**src/rtl/irq_pkg.sv**
```systemverilog
// Package: shared register widths, bit positions and reset values for the
// interrupt controller. Assumes an 8-bit register bus.
package irq_pkg;
    localparam int REG_W     = 8;
    localparam int NSRC      = 3;
    // control register bit positions
    localparam int B_GIE     = 7;
    localparam int B_RSV     = 6;
    localparam int B_EN_HI   = 5;
    localparam int B_EN_LO   = 3;
    localparam int B_FL_HI   = 2;
    localparam int B_FL_LO   = 0;
    // source index within the flag / enable fields
    localparam int S_PORT    = 0;
    localparam int S_PIN     = 1;
    localparam int S_TMR     = 2;
    // option register
    localparam int B_EDGE    = 6;
    localparam logic [REG_W-1:0] OPT_RST = 8'hFF;
    // register addresses
    localparam logic A_CTRL  = 1'b0;
    localparam logic A_OPT   = 1'b1;
endpackage

```
**src/rtl/irq_sync.sv**
```systemverilog
// Multi-flop synchronizer for asynchronous inputs.
// Assumes STAGES >= 2. The reset value of every stage is 0.
module irq_sync #(
    parameter int W      = 1,
    parameter int STAGES = 2
) (
    input  logic         clk,
    input  logic         rst_n,
    input  logic [W-1:0] d,
    output logic [W-1:0] q
);
    localparam int TOT = W * STAGES;

    logic [TOT-1:0] chain;

    // shift the input through STAGES flops
    always_ff @(posedge clk) begin
        if (!rst_n) chain <= '0;
        else        chain <= {chain[TOT-W-1:0], d};
    end

    assign q = chain[TOT-1 -: W];
endmodule

```
**src/rtl/irq_detect.sv**
```systemverilog
// Edge detector for the synchronized pin, with software-selected polarity,
// and a change detector for the synchronized port slice.
// Assumes both inputs are already synchronous to clk.
module irq_detect #(
    parameter int PORT_W = 4
) (
    input  logic              clk,
    input  logic              rst_n,
    input  logic              pin_s,
    input  logic [PORT_W-1:0] port_s,
    input  logic              rise_sel,
    output logic              pin_evt,
    output logic              port_evt
);
    logic              pin_prev;
    logic [PORT_W-1:0] port_last;

    // remember last cycle's pin and port values
    always_ff @(posedge clk) begin
        if (!rst_n) begin
            pin_prev  <= 1'b0;
            port_last <= '0;
        end else begin
            pin_prev  <= pin_s;
            port_last <= port_s;
        end
    end

    // pick the active edge; flag any difference on the port
    always_comb begin
        pin_evt  = rise_sel ? (pin_s & ~pin_prev) : (~pin_s & pin_prev);
        port_evt = |(port_s ^ port_last);
    end

    // an edge event lasts exactly one cycle
    a_r2_pin_pulse: assert property (@(posedge clk) disable iff (!rst_n)
        pin_evt && $stable(rise_sel) |=> !pin_evt);

    // a port event needs the synchronized port to have moved
    a_r4_port_moved: assert property (@(posedge clk) disable iff (!rst_n)
        $past(rst_n) && port_evt |-> !$stable(port_s));
endmodule

```
**src/rtl/irq_regs.sv**
```systemverilog
// Control and option registers.
// Hardware sets the sticky flags. Software writes set or clear them, and a
// hardware set wins over a same-cycle clear. The core's acknowledge and
// return strobes move the global enable, with acknowledge taking priority.
module irq_regs
    import irq_pkg::*;
(
    input  logic             clk,
    input  logic             rst_n,
    input  logic             reg_wr,
    input  logic             reg_addr,
    input  logic [REG_W-1:0] reg_wdata,
    input  logic [NSRC-1:0]  hw_set,
    input  logic             irq_ack,
    input  logic             irq_ret,
    output logic [REG_W-1:0] ctrl,
    output logic [REG_W-1:0] opt
);
    logic            gie_q;
    logic [NSRC-1:0] en_q;
    logic [NSRC-1:0] fl_q;
    logic [REG_W-1:0] opt_q;
    logic            wr_ctrl;
    logic            wr_opt;

    assign wr_ctrl = reg_wr && (reg_addr == A_CTRL);
    assign wr_opt  = reg_wr && (reg_addr == A_OPT);

    // global enable: acknowledge, then return, then software write
    always_ff @(posedge clk) begin
        if (!rst_n)        gie_q <= 1'b0;
        else if (irq_ack)  gie_q <= 1'b0;
        else if (irq_ret)  gie_q <= 1'b1;
        else if (wr_ctrl)  gie_q <= reg_wdata[B_GIE];
    end

    // individual enables and option register: software only
    always_ff @(posedge clk) begin
        if (!rst_n) begin
            en_q  <= '0;
            opt_q <= OPT_RST;
        end else begin
            if (wr_ctrl) en_q  <= reg_wdata[B_EN_HI:B_EN_LO];
            if (wr_opt)  opt_q <= reg_wdata;
        end
    end

    // sticky flags: a hardware set overrides a software write
    always_ff @(posedge clk) begin
        if (!rst_n) fl_q <= '0;
        else        fl_q <= hw_set | (wr_ctrl ? reg_wdata[B_FL_HI:B_FL_LO] : fl_q);
    end

    assign ctrl = {gie_q, 1'b0, en_q, fl_q};
    assign opt  = opt_q;

    // a flag falls only after a control write
    for (genvar i = 0; i < NSRC; i++) begin : g_flag_chk
        a_r5_flag_sticky: assert property (@(posedge clk) disable iff (!rst_n)
            $fell(fl_q[i]) |-> $past(wr_ctrl));
        a_r5_set_wins: assert property (@(posedge clk) disable iff (!rst_n)
            hw_set[i] |=> fl_q[i]);
    end

    // acknowledge clears and return sets the global enable
    a_r8_ack_clears: assert property (@(posedge clk) disable iff (!rst_n)
        irq_ack |=> !ctrl[B_GIE]);
    a_r8_ret_sets: assert property (@(posedge clk) disable iff (!rst_n)
        irq_ret && !irq_ack |=> ctrl[B_GIE]);
endmodule

```
**src/rtl/irq_ctrl.sv**
```systemverilog
// Top of the three-source interrupt controller.
// Synchronizes the pin and port inputs, detects events, holds the registers,
// and derives the interrupt request and the wake-up request.
// Assumes tmr_ovf, irq_ack and irq_ret are synchronous one-cycle strobes.
module irq_ctrl
    import irq_pkg::*;
#(
    parameter int PORT_W    = 4,
    parameter int SYNC_STG  = 2
) (
    input  logic              clk,
    input  logic              rst_n,
    input  logic              ext_pin,
    input  logic [PORT_W-1:0] port_in,
    input  logic              tmr_ovf,
    input  logic              sleeping,
    input  logic              irq_ack,
    input  logic              irq_ret,
    input  logic              reg_wr,
    input  logic              reg_addr,
    input  logic [REG_W-1:0]  reg_wdata,
    output logic [REG_W-1:0]  reg_rdata,
    output logic              irq_req,
    output logic              wake
);
    localparam int SW = PORT_W + 1;

    logic [SW-1:0]     sync_q;
    logic              pin_evt;
    logic              port_evt;
    logic [NSRC-1:0]   hw_set;
    logic [REG_W-1:0]  ctrl;
    logic [REG_W-1:0]  opt;
    logic              pending;

    irq_sync #(.W(SW), .STAGES(SYNC_STG)) u_sync (
        .clk   (clk),
        .rst_n (rst_n),
        .d     ({ext_pin, port_in}),
        .q     (sync_q)
    );

    irq_detect #(.PORT_W(PORT_W)) u_detect (
        .clk      (clk),
        .rst_n    (rst_n),
        .pin_s    (sync_q[SW-1]),
        .port_s   (sync_q[PORT_W-1:0]),
        .rise_sel (opt[B_EDGE]),
        .pin_evt  (pin_evt),
        .port_evt (port_evt)
    );

    // gather the hardware set strobes in flag order
    always_comb begin
        hw_set         = '0;
        hw_set[S_TMR]  = tmr_ovf;
        hw_set[S_PIN]  = pin_evt;
        hw_set[S_PORT] = port_evt;
    end

    irq_regs u_regs (
        .clk       (clk),
        .rst_n     (rst_n),
        .reg_wr    (reg_wr),
        .reg_addr  (reg_addr),
        .reg_wdata (reg_wdata),
        .hw_set    (hw_set),
        .irq_ack   (irq_ack),
        .irq_ret   (irq_ret),
        .ctrl      (ctrl),
        .opt       (opt)
    );

    // outputs: read mux, request gated by the global enable, wake-up ungated
    always_comb begin
        pending   = |(ctrl[B_EN_HI:B_EN_LO] & ctrl[B_FL_HI:B_FL_LO]);
        irq_req   = ctrl[B_GIE] & pending;
        wake      = sleeping & pending;
        reg_rdata = (reg_addr == A_OPT) ? opt : ctrl;
    end

    // no wake-up while the core is running
    a_r7_awake_quiet: assert property (@(posedge clk) disable iff (!rst_n)
        !sleeping |-> !wake);

    // a request always has the global enable behind it
    a_r6_req_gated: assert property (@(posedge clk) disable iff (!rst_n)
        irq_req |-> ctrl[B_GIE]);

    // while asleep, a request implies a wake-up
    a_r6_req_wakes: assert property (@(posedge clk) disable iff (!rst_n)
        irq_req && sleeping |-> wake);
endmodule

```
**config.mk**
```make
export PLATFORM = sky130hd
export DESIGN_NAME = irq_ctrl
export DESIGN_NICKNAME = d
export VERILOG_FILES = /design/src/rtl/irq_pkg.sv /design/src/rtl/irq_sync.sv /design/src/rtl/irq_detect.sv /design/src/rtl/irq_regs.sv /design/src/rtl/irq_ctrl.sv
export SDC_FILE = /design/constraint.sdc
export NUM_CORES = 1
export LEC_CHECK = 0
export ABC_AREA = 1
export BUFFER_PORTS_ARGS = -buffer_cell sky130_fd_sc_hd__buf_4
export CAP_MARGIN = 10
export CORE_MARGIN = 8
export CORE_UTILIZATION = 35
export DETAILED_ROUTE_END_ITERATION = 16
export PLACE_DENSITY_LB_ADDON = 0.2
export SYNTH_ARGS = -nofsm -noshare
export SYNTH_HDL_FRONTEND = slang
export SYNTH_SLANG_ARGS = --single-unit
```
**constraint.sdc**
```tcl
create_clock -name clk -period 0.8 [get_ports clk]
set_input_delay 0.08 -clock clk [delete_from_list [all_inputs] [get_ports clk]]
set_output_delay 0.08 -clock clk [all_outputs]
set_load 0.03 [all_outputs]
```
# Word level (Yosys, flattened, before mapping)
# Index checks and enable logic that the tools add are counted.
[classes]
mux = 5
bitwise = 11
reduce_logical = 6
[op_table]
columns = ["operator", "n"]
rows = [
  ["$mux 8", 1],
  ["$and 1x1->1", 4],
  ["$not 1->1", 4],
  ["$reduce_or 4->1", 1],
  ["$xor 4x4->4", 1],
  ["$and 3x3->3", 1],
  ["$mux 1", 3],
  ["$mux 3", 1],
  ["$or 3x3->3", 1],
  ["$reduce_or 3->1", 1],
  ["$logic_and 1x1->1", 2],
  ["$reduce_bool 2->1", 1],
  ["$reduce_or 2->1", 1],
]
[totals]
reg_bits = 30
in_bits = 21
out_inout_bits = 10
wordCells = 29

# Longest topological paths before layout
# Gate-level depths: netlist of run 1.
[logic_depth]
word_depth = 4
mapped_depth = 9
depth_no_buf = 8

# Cells and area by module
# Synthesis of run 1 repeated with hierarchy kept, for this count alone.
[hier_totals]
cells_unflattened = 200
hier_area_um2 = 1336.3
[modules_own_cells]
columns = ["module", "n_inst", "cells_per_inst", "area_each_um2"]
rows = [
  ["irq_regs", 1, 88, 625.6],
  ["irq_sync", 1, 36, 324.1],
  ["irq_detect", 1, 43, 244.0],
  ["irq_ctrl", 1, 33, 142.6],
]

# Least setup slack after synthesis of run 1
# No wires, ideal clock.
[synth_timing]
path_kind = "register to register"
start = "reg u_sync.chain[7]"
end = "reg u_regs.fl_q[0]"
setup_time_ps = 109
arrival_ps = 681
required_time_ps = 691
slack_ps = 11
path_stages_with_launch = 8
path_buffers = 0
period_less_slack_ps = 789
path_cell_list = "dfxtp_1 -> inv_1 -> nand2_1 -> nand2_1 -> nor2_1 -> nand3_1 -> nand2_1 -> inv_1"
[synth_via]
elab_chain_cells = 3
[synth_lines]
columns = ["item", "line_no", "text"]
rows = [
  ["start: declaration", "irq_sync.sv:14", "logic [TOT-1:0] chain;"],
  ["start signal: assignment", "irq_sync.sv:19", "else chain <= {chain[TOT-W-1:0], d};"],
  ["$xor 4x4->4", "irq_detect.sv:32", "port_evt = |(port_s ^ port_last);"],
  ["$reduce_or 4->1", "irq_detect.sv:32", ""],
  ["$or 3x3->3", "irq_regs.sv:51", "else fl_q <= hw_set | (wr_ctrl ? reg_wdata[B_FL_HI:B_FL_LO] : fl_q);"],
  ["end signal: assignment", "irq_regs.sv:51", ""],
  ["end: declaration", "irq_regs.sv:21", "logic [NSRC-1:0] fl_q;"],
]
# Every way passes these cells.
# A chain may end at the register's enable or synchronous reset.

# Worst setup path in the final report of run 1
[layout_timing]
start = "reg u_regs.fl_q[0]"
end = "out irq_req"
[layout_via]
elab_chain_cells = 3
[layout_lines]
columns = ["item", "line_no", "text"]
rows = [
  ["$and 3x3->3", "irq_ctrl.sv:76", "pending = |(ctrl[B_EN_HI:B_EN_LO] & ctrl[B_FL_HI:B_FL_LO]);"],
  ["$reduce_or 3->1", "irq_ctrl.sv:76", ""],
  ["$and 1x1->1", "irq_ctrl.sv:77", "irq_req = ctrl[B_GIE] & pending;"],
  ["end: declaration", "irq_ctrl.sv:23", "output logic irq_req,"],
]
# Every way passes these cells.

==> impl_metrics.ini, run 1 <==
[detailed_routing]
antenna_left = 0
drtIter0Drc = 100
num_vias = 1193
wl_per_cell_um = 11.0
viasPerCell = 4.22
routed_wl_um = 3110
drt-pass1-iter-count = 4
drc = 0

[timing]
maxSlewHeadroom = 0.827
fin_crit_ns = 1.13
setup-violations-final = 11
setup_tns_ns = -2.36
finalCritPeriodShare = 1.41
rsz0062_at_grt = yes
slew_viol_final = 0
holdWs_ns = 0.0447
fin_skew_ns = 0.0110
worst_pin_slew_ns = 0.259
fin_ws_ns = -0.331
fmax_mhz = 884
hold_violations = 0

[layout]
diodes = 0
area_growth_pct = 55.8
nets = 258
fillers = 326
final_layout_size_suffix_gt1_frac = 0.376
post-route-cell-area_um2 = 1890

[grt]
grt_pass1_vias = 1226
grt_pass1_wl_um = 5410
grt_max_degree = 23
antenna_found_initial = 0
grt_use_total = 0.128
grt_overflow = 0

[critical_path]
cp-end-kind = primary output
path_delay_family = flip-flops
r2r_cells = 7
reg2reg_to = u_regs.fl_q[0]$_SDFF_PN0_
slowest_stage = dfxtp_2
path_class = flop to primary output
regToRegSetupSlack_ns = -0.03
critPathLaunchType = flop
crit_chain = nand2_2 > nand3_2 > nand2_1 > inv_2 > buf_6
worstPathMaxFanout = 3
slowest_delay_ns = 0.35
crit_buf_inv = 2
regToRegStartpoint = u_sync.chain[6]$_SDFF_PN0_
required_ns = 0.72
arrival_ns = 1.05

[die]
row_count = 21
initial_utilization = 0.363
core_um2 = 3340
die_width_um = 74.9
boundaryPins = 31
die_h_um = 74.9
dieArea_um2 = 5600

[placed_design]
port_buffers = 30
place_area_um2 = 1540
gp_congestion = 0.813
hpwl_um = 2030

[clock_network]
cts_made_buffers = 5
clock-sinks = 30
clk_latency_ns = 0.32
htreeDepth = 2
cts-root-buf = clkbuf_4
clkSlewWorstSetupHoldPaths_ns = 0.09
cts_tree = done
clock_path_buffers = 2

[synthesis]
yosys_register_bits = 30
ys_types = 17
syn_area_per_cell_um2 = 6.85
yosys_warnings = 0
synth_nets = 198
yosysSeqAreaShare = 0.495
synthCells = 177
syn_area_um2 = 1210

[worst_hold_path]
min_to = u_regs.en_q[2]$_SDFFE_PN0N_
hp-start = rst_n
hold_path.class = input pin to flop
min_path_cells = 3

[power]
power.density_nw_per_um2 = 1650
total_power_mw = 3.11
peakVddDrop_uv = 950
power.leakage_nw = 1.03

[flow_run]
cap_violations = 0

[run_status]
status = finished, violations left
violations = negative setup slack
-- metal layers --
layer / up-vias / global-route usage / wire length, um
li1: 640 / - / -
met1: 504 / 0.135 / 1300
met2: 40 / 0.213 / 1470
met3: 9 / 0.0439 / 250
met4: 0 / 0.0826 / 94
met5: - / 0 / 0
-- worst min-delay path, delay by kind of cell --
family	cells	cell delay, ns
simple gates	1	0.04
compound gates	1	0.07
buf+inv	1	0.14
-- worst max path at each step --
stage | startpoint | endpoint | slack, ns | cells after the start
floorplan | u_sync.chain[7]$_SDFF_PN0_ | u_regs.fl_q[0]$_SDFF_PN0_ | 0.01 | 7
global route | u_regs.fl_q[1]$_SDFF_PN0_ | irq_req | -0.39 | 5
global placement | u_sync.chain[7]$_SDFF_PN0_ | u_regs.fl_q[0]$_SDFF_PN0_ | -0.09 | 7
finish | u_regs.fl_q[0]$_SDFF_PN0_ | irq_req | -0.33 | 5
CTS | u_regs.en_q[1]$_SDFFE_PN0N_ | wake | -0.33 | 5
detailed placement | u_sync.chain[7]$_SDFF_PN0_ | u_regs.fl_q[0]$_SDFF_PN0_ | -0.10 | 7
-- logic make-up (layout without fill, tap and decap cells) --
| logic type | count (synthesis) | count (layout) | share of synthesized area |
|---|---|---|---|
| AOI/OAI and AO/OA | 11 | 11 | 0.0475 |
| buffers and inverters | 37 | 97 | 0.130 |
| DFF | 30 | 30 | 0.495 |
| and+or+nand+nor | 99 | 99 | 0.327 |
-- cells in the mapped netlist --
cell      instances  area (um2)
buf_4             1        7.51
o21ai_0           5        25.0
nand2_4           1        11.3
buf_2             2        10.0
nand3_1          10        50.1
nand2_2           1        6.26
inv_1            31         116
o21ai_1           1        5.00
a21oi_1           4        20.0
inv_2             1        3.75
dfxtp_1          30         601
or2_1             1        6.26
buf_6             1        11.3
inv_6             1        8.76
nor2_1           11        41.3
o211ai_1          1        7.51
nand2_1          75         282
-- through the flow --
| step | std cells | setup slack, ns | util |
|---|---|---|---|
| final | 283 | -0.331 | 0.566 |
| after global routing | 283 | -0.385 | 0.566 |
| after CTS | 283 | -0.333 | 0.555 |
| after detailed placement | 257 | -0.103 | 0.461 |
| after global placement | 257 | -0.0937 | 0.461 |
| after floorplan | 177 | 0.0106 | - |
-- final cells by class --
| class | instances | area (um2) | area share |
|---|---|---|---|
| sequential | 30 | 623 | 0.330 |
| timing repair buffer | 57 | 529 | 0.280 |
| multi-input combinational | 110 | 505 | 0.268 |
| inverter | 33 | 129 | 0.0682 |
| tap | 46 | 57.6 | 0.0305 |
| clock buffer | 7 | 45.0 | 0.0238 |
-- state kept, by name, indices dropped and copies added (netlist names) --
| signal | cells |
|---|---|
| u_detect.port_last | 4 |
| u_sync.chain | 10 |
| u_regs.en_q | 3 |
| u_regs.gie_q | 1 |
| u_regs.fl_q | 3 |
| u_detect.pin_prev | 1 |
| u_regs.opt | 8 |
-- where the power goes --
group          leakage [nW]  switching, mW  internal [mW]  total (mW)
registers             0.252         0.0521           1.59        1.64
clock network        0.0254          0.471          0.331       0.802
logic                 0.749          0.335          0.337       0.672
-- timing repair --
item                                    CTS  global route
endpoints found under the hold margin    14             0
gates resized for setup                  33            24
buffers inserted                          1             0
hold buffers                             18             0
pin swaps                                 8             9
endpoints found under the setup margin   11            16
-- cells in the final DEF, fill, tap and decap left out, drive strengths merged --
master | synthesis | final
nand2 | 77 | 77
buf | 4 | 39
inv | 33 | 33
dfxtp | 30 | 30
dlygate4sd3 | 0 | 17
nor2 | 11 | 11
nand3 | 10 | 10
clkbuf | 0 | 7
o21ai | 6 | 6
a21oi | 4 | 4
o211ai | 1 | 1
or2 | 1 | 1
dlymetal6s4s | 0 | 1
Power figures use the tool's default switching activity.
==> run 2, diff against run 1 <==
--- a/config.mk
+++ b/config.mk
@@ -8,9 +8,10 @@
 export ABC_AREA = 1
 export BUFFER_PORTS_ARGS = -buffer_cell sky130_fd_sc_hd__buf_4
-export CAP_MARGIN = 10
+export CAP_MARGIN = 20
 export CORE_MARGIN = 8
 export CORE_UTILIZATION = 35
 export DETAILED_ROUTE_END_ITERATION = 16
 export PLACE_DENSITY_LB_ADDON = 0.2
+export REMOVE_ABC_BUFFERS = 1
 export SYNTH_ARGS = -nofsm -noshare
 export SYNTH_HDL_FRONTEND = slang
==> constraint.sdc (replaced) <==
create_clock -name clk -period 0.8 [get_ports clk]
set_input_delay 0.2 -clock clk [delete_from_list [all_inputs] [get_ports clk]]
set_output_delay 0.2 -clock clk [all_outputs]
set_load 0.03 [all_outputs]
==> run 2 against run 1 <==
The flow still finishes with violations (negative setup slack); maximum frequency down 8.8%; worst setup slack lost 0.11 ns; clock power grew 100%; first-iteration DRC count fell by 41%; register-to-register slack got worse by 0.04 ns; non-clock buffer count shrank 19; largest power group unchanged; critical path depth decreased by 1; count of clock-buffer cells in the layout shrank 1; die area is the same; combinational power decreased by 12%; largest cell class unchanged.
==> impl_metrics.ini, run 2 (synthesis gave the netlist of run 1 again) <==
[die]
boundaryPins = 31
initial_utilization = 0.363
dieArea_um2 = 5600
die_width_um = 74.9
row_count = 21
core_um2 = 3340
die_h_um = 74.9

[detailed_routing]
drtIter0Drc = 59
drt-pass1-iter-count = 6
viasPerCell = 4.22
num_vias = 1119
antenna_left = 0
drc = 0
wl_per_cell_um = 10.2
routed_wl_um = 2710

[placed_design]
gp_congestion = 0.724
hpwl_um = 1940
place_inst = 255
port_buffers = 30
dp_worst_setup_slack_ns = -0.200

[worst_hold_path]
min_path_cells = 3
hold_path.class = input pin to flop

[critical_path]
path_class = flop to primary output
cp-end-kind = primary output
r2r_cells = 7
crit_buf_inv = 2
worstPathMaxFanout = 2
path_delay_family = flip-flops
slowest_stage = dfxtp_2
regToRegSetupSlack_ns = -0.07
crit_chain = buf_4 > nand2_1 > nand2_1 > buf_6
critPathLaunchType = flop
critPathMostFrequentCell = nand2_1
slowest_delay_ns = 0.34
arrival_ns = 1.04
crit_cells = 4
required_ns = 0.60

[run_status]
violations = negative setup slack
status = finished, violations left

[power]
peakVddDrop_uv = 1090
p_sw_mw = 0.899
comb_power_share = 0.154
p_sw_frac = 0.235
pwr-share-clk = 0.418
power.leakage_nw = 0.973
pwr-share-seq = 0.428
total_power_mw = 3.82
p_int_mw = 2.92
power.density_nw_per_um2 = 2170

[clock_network]
clk_latency_ns = 0.32
cts_made_buffers = 5
ctsHoldBuffers = 0
clock_path_buffers = 2
htreeDepth = 2
clock-sinks = 30
cts-root-buf = clkbuf_4
clkSlewWorstSetupHoldPaths_ns = 0.10
cts_tree = done

[timing]
fmax_mhz = 807
setup-violations-final = 11
fin_ws_ns = -0.439
finalCritPeriodShare = 1.55
worst_pin_slew_ns = 0.282
maxSlewHeadroom = 0.812
rsz0062_at_grt = yes
slew_viol_final = 0
fin_skew_ns = 0.00804
hold_violations = 0
fin_crit_ns = 1.24

[layout]
regArea_um2 = 621
final_layout_size_suffix_gt1_frac = 0.384
layout_common_cells = nand2_1 (64), inv_1 (28), buf_4 (25), dfxtp_2 (16), dfxtp_1 (14)
regMostFlops = u_sync.chain
diodes = 0
largest_reg_flops = 10
final_core_util = 0.527
fillers = 345
area_growth_pct = 45.0
layout_commonest_cell = nand2_1
multiInputGateArea_um2 = 497
nets = 239
final_cells = 265

[grt]
antenna_found_initial = 0
grt_max_degree = 14
grt_overflow = 0
grt_pass1_wl_um = 4380
grt_pass1_vias = 1011
grt_use_total = 0.103

[flow_run]
cap_violations = 0
run 2: cell count changes in the layout (fill, tap and decap cells not counted), moves of 3 or more:
| cell | previous run | this run |
|---|---|---|
| a21oi_2 | 3 | 0 |
| o21ai_1 | 5 | 1 |
| dlygate4sd3_1 | 17 | 0 |
| a21oi_1 | 1 | 4 |
run 2: power by group through the flow:
stage | Clock, mW | Combinational [mW] | Sequential, mW
2_1_floorplan | 0 | 0.274 | 1.65
3_3_place_gp | 0 | 0.518 | 1.65
3_5_place_dp | 0 | 0.519 | 1.66
4_1_cts | 1.63 | 0.575 | 1.63
5_1_grt | 1.70 | 0.646 | 1.65
6_report | 1.60 | 0.588 | 1.64
run 2: what timing repair did:
action                     in CTS  in global routing
setup buffers                   2                  0
pin swaps                       4                 12
setup endpoints to repair      12                 12
resized for setup              29                 19
hold endpoints to repair        0                  0
run 2: per-layer routing:
layer | track usage | vias up | wire, um
li1 | - | 605 | -
met1 | 0.126 | 481 | 1270
met2 | 0.155 | 28 | 1200
met3 | 0.0426 | 5 | 197
met4 | 0.0457 | 0 | 42
met5 | 0 | - | 0
run 2: worst paths after layout:
| kind | startpoint | endpoint |
|---|---|---|
| max | u_regs.fl_q[1]$_SDFF_PN0_ | reg_rdata[1] |
| min | port_in[1] | u_sync.chain[1]$_SDFF_PN0_ |
| max reg2reg | u_sync.chain[7]$_SDFF_PN0_ | u_regs.fl_q[0]$_SDFF_PN0_ |
| min reg2reg | u_sync.chain[2]$_SDFF_PN0_ | u_sync.chain[7]$_SDFF_PN0_ |
run 2: worst reg2reg max path, cell delays in order, from the launching register on:
cell and delay [ns]:
dfxtp_2 0.35, inv_1 0.04, nand2_1 0.05, nand2_1 0.05, nor2_1 0.09, nand3_1 0.08
nand2_1 0.07, inv_1 0.04
run 2: area by class of cell:
cell class,count,area share
Timing Repair Buffer,38,0.195
Clock buffer,6,0.0292
Sequential cell,30,0.353
Inverter,33,0.0733
Clock inverter,2,0.0342
Tap cell,46,0.0327
Multi-Input combinational cell,110,0.283
run 2: per-stage QoR:
stage,hold slack [ns],setup TNS [ns],area (um2)
final,0.0518,-3.72,1760
after global routing,0.0293,-4.44,1760
after CTS,0.0406,-3.87,1720
after detailed placement,0.385,-3.10,1520
after global placement,0.382,-3.10,1520
after floorplan,0.284,-0.200,1180
==> run 3, diff against run 2 <==
GPL_TIMING_DRIVEN = 0   (was unset)
TNS_END_PERCENT = 1   (was unset)
==> run 3 against run 2 <==
The run still ends with negative setup slack left; maximum frequency fell by 0.28%; worst setup slack got worse by 0.0035 ns; total power fell by 14%; via count fell by 2.9%; sequential cell count did not move; critical path depth rose by 1.
==> impl_metrics.ini, run 3 (synthesis gave the netlist of run 1 again) <==
[timing]
fin_ws_ns = -0.443
fmax_mhz = 805
worst_pin_slew_ns = 0.281
setup-violations-final = 11
finalCritPeriodShare = 1.55
hold_violations = 0
fin_crit_ns = 1.24
fin_skew_ns = 0.00816
rsz0062_at_grt = yes
setup_tns_ns = -3.74
maxSlewHeadroom = 0.813
slew_viol_final = 0

[layout]
fillers = 356
final_core_util = 0.490
regMostFlops = u_sync.chain
layout_common_cells = nand2_1 (70), inv_1 (30), buf_4 (22), dfxtp_1 (16), dfxtp_2 (14)
final_layout_size_suffix_gt1_frac = 0.310
largest_reg_flops = 10
area_growth_pct = 35.0
multiInputGateArea_um2 = 475
layout_commonest_cell = nand2_1
regArea_um2 = 618
nets = 233
diodes = 0

[clock_network]
clk_latency_ns = 0.32
cts-root-buf = clkbuf_4
htreeDepth = 2
cts_tree = done
clkSlewWorstSetupHoldPaths_ns = 0.10
cts_made_buffers = 5
clock-sinks = 30
clock_path_buffers = 2

[die]
die_width_um = 74.9
boundaryPins = 31
die_h_um = 74.9
dieArea_um2 = 5600
core_um2 = 3340
row_count = 21
initial_utilization = 0.363

[placed_design]
gp_congestion = 0.722
port_buffers = 30
hpwl_um = 1790

[detailed_routing]
wl_per_cell_um = 10.1
drtIter0Drc = 67
drc = 0
drt-pass1-iter-count = 4
routed_wl_um = 2610
antenna_left = 0
num_vias = 1087
viasPerCell = 4.20

[power]
power.density_nw_per_um2 = 2000
peakVddDrop_uv = 1100
power.leakage_nw = 0.921

[grt]
grt_pass1_wl_um = 4620
antenna_found_initial = 0
grt_max_degree = 29
grt_pass1_vias = 1016
grt_overflow = 0
grt_use_total = 0.110

[critical_path]
cp-end-kind = primary output
critPathLaunchType = flop
path_class = flop to primary output
worstPathMaxFanout = 3
required_ns = 0.60
arrival_ns = 1.04

[flow_run]
cap_violations = 0

[worst_hold_path]
hold_path.class = input pin to flop

[run_status]
violations = negative setup slack
status = finished, violations left
## run 3: what timing repair did
item | 4_1_cts | 5_1_grt
pin swaps | 1 | 1
buffers inserted | 1 | 1
resized for setup | 25 | 7
setup endpoints to repair | 11 | 13
hold buffers | 0 | 0
cloned | 0 | 0
## run 3: layer usage
layer  up-vias  part of all wire  global-route usage
met5         -                 0                   0
met4         0             0.021              0.0522
met3         5             0.069              0.0493
met2        27              0.41               0.163
met1       465              0.50               0.133
li1        590                 -                   -
## run 3: report_power, final
part	switching, mW	internal (mW)
clock	0.504	0.600
combinational	0.296	0.240
sequential	0.0462	1.58
## run 3: per-stage QoR
stage	hold WS (ns)	worst slack (ns)	cell area (um2)	power, mW	instances
floorplan	0.284	-0.0998	1180	1.92	173
global placement	0.380	-0.281	1470	2.14	249
detailed placement	0.385	-0.264	1470	2.14	249
CTS	0.0329	-0.461	1620	3.30	258
global route	0.0435	-0.508	1640	3.47	259
finish	0.0499	-0.443	1640	3.27	259
## run 3: cell type report
type | instances | share of cell area
inverters | 33 | 0.0787
repair buffers | 32 | 0.170
clock buffers | 8 | 0.0482
flip-flops and latches | 30 | 0.378
well taps | 46 | 0.0352
multi-input cells | 110 | 0.291
## run 3: final timing paths
path,start,cells after the start,slack [ns],to
worst max-delay path,u_regs.en_q[1]$_SDFFE_PN0N_,5,-0.44,wake
worst min-delay path,port_in[0],3,0.05,u_sync.chain[0]$_SDFF_PN0_
worst max register to register,u_detect.port_last[1]$_SDFF_PN0_,7,-0.03,u_regs.fl_q[0]$_SDFF_PN0_
worst min register to register,u_sync.chain[4]$_SDFF_PN0_,2,0.41,u_sync.chain[9]$_SDFF_PN0_
## run 3: worst max-delay path, stage by stage, from the launching register on
cell and delay [ns]:
dfxtp_2 0.34, nand2_2 0.06, nand3_2 0.09, nand2_1 0.06, inv_1 0.04, buf_6 0.13
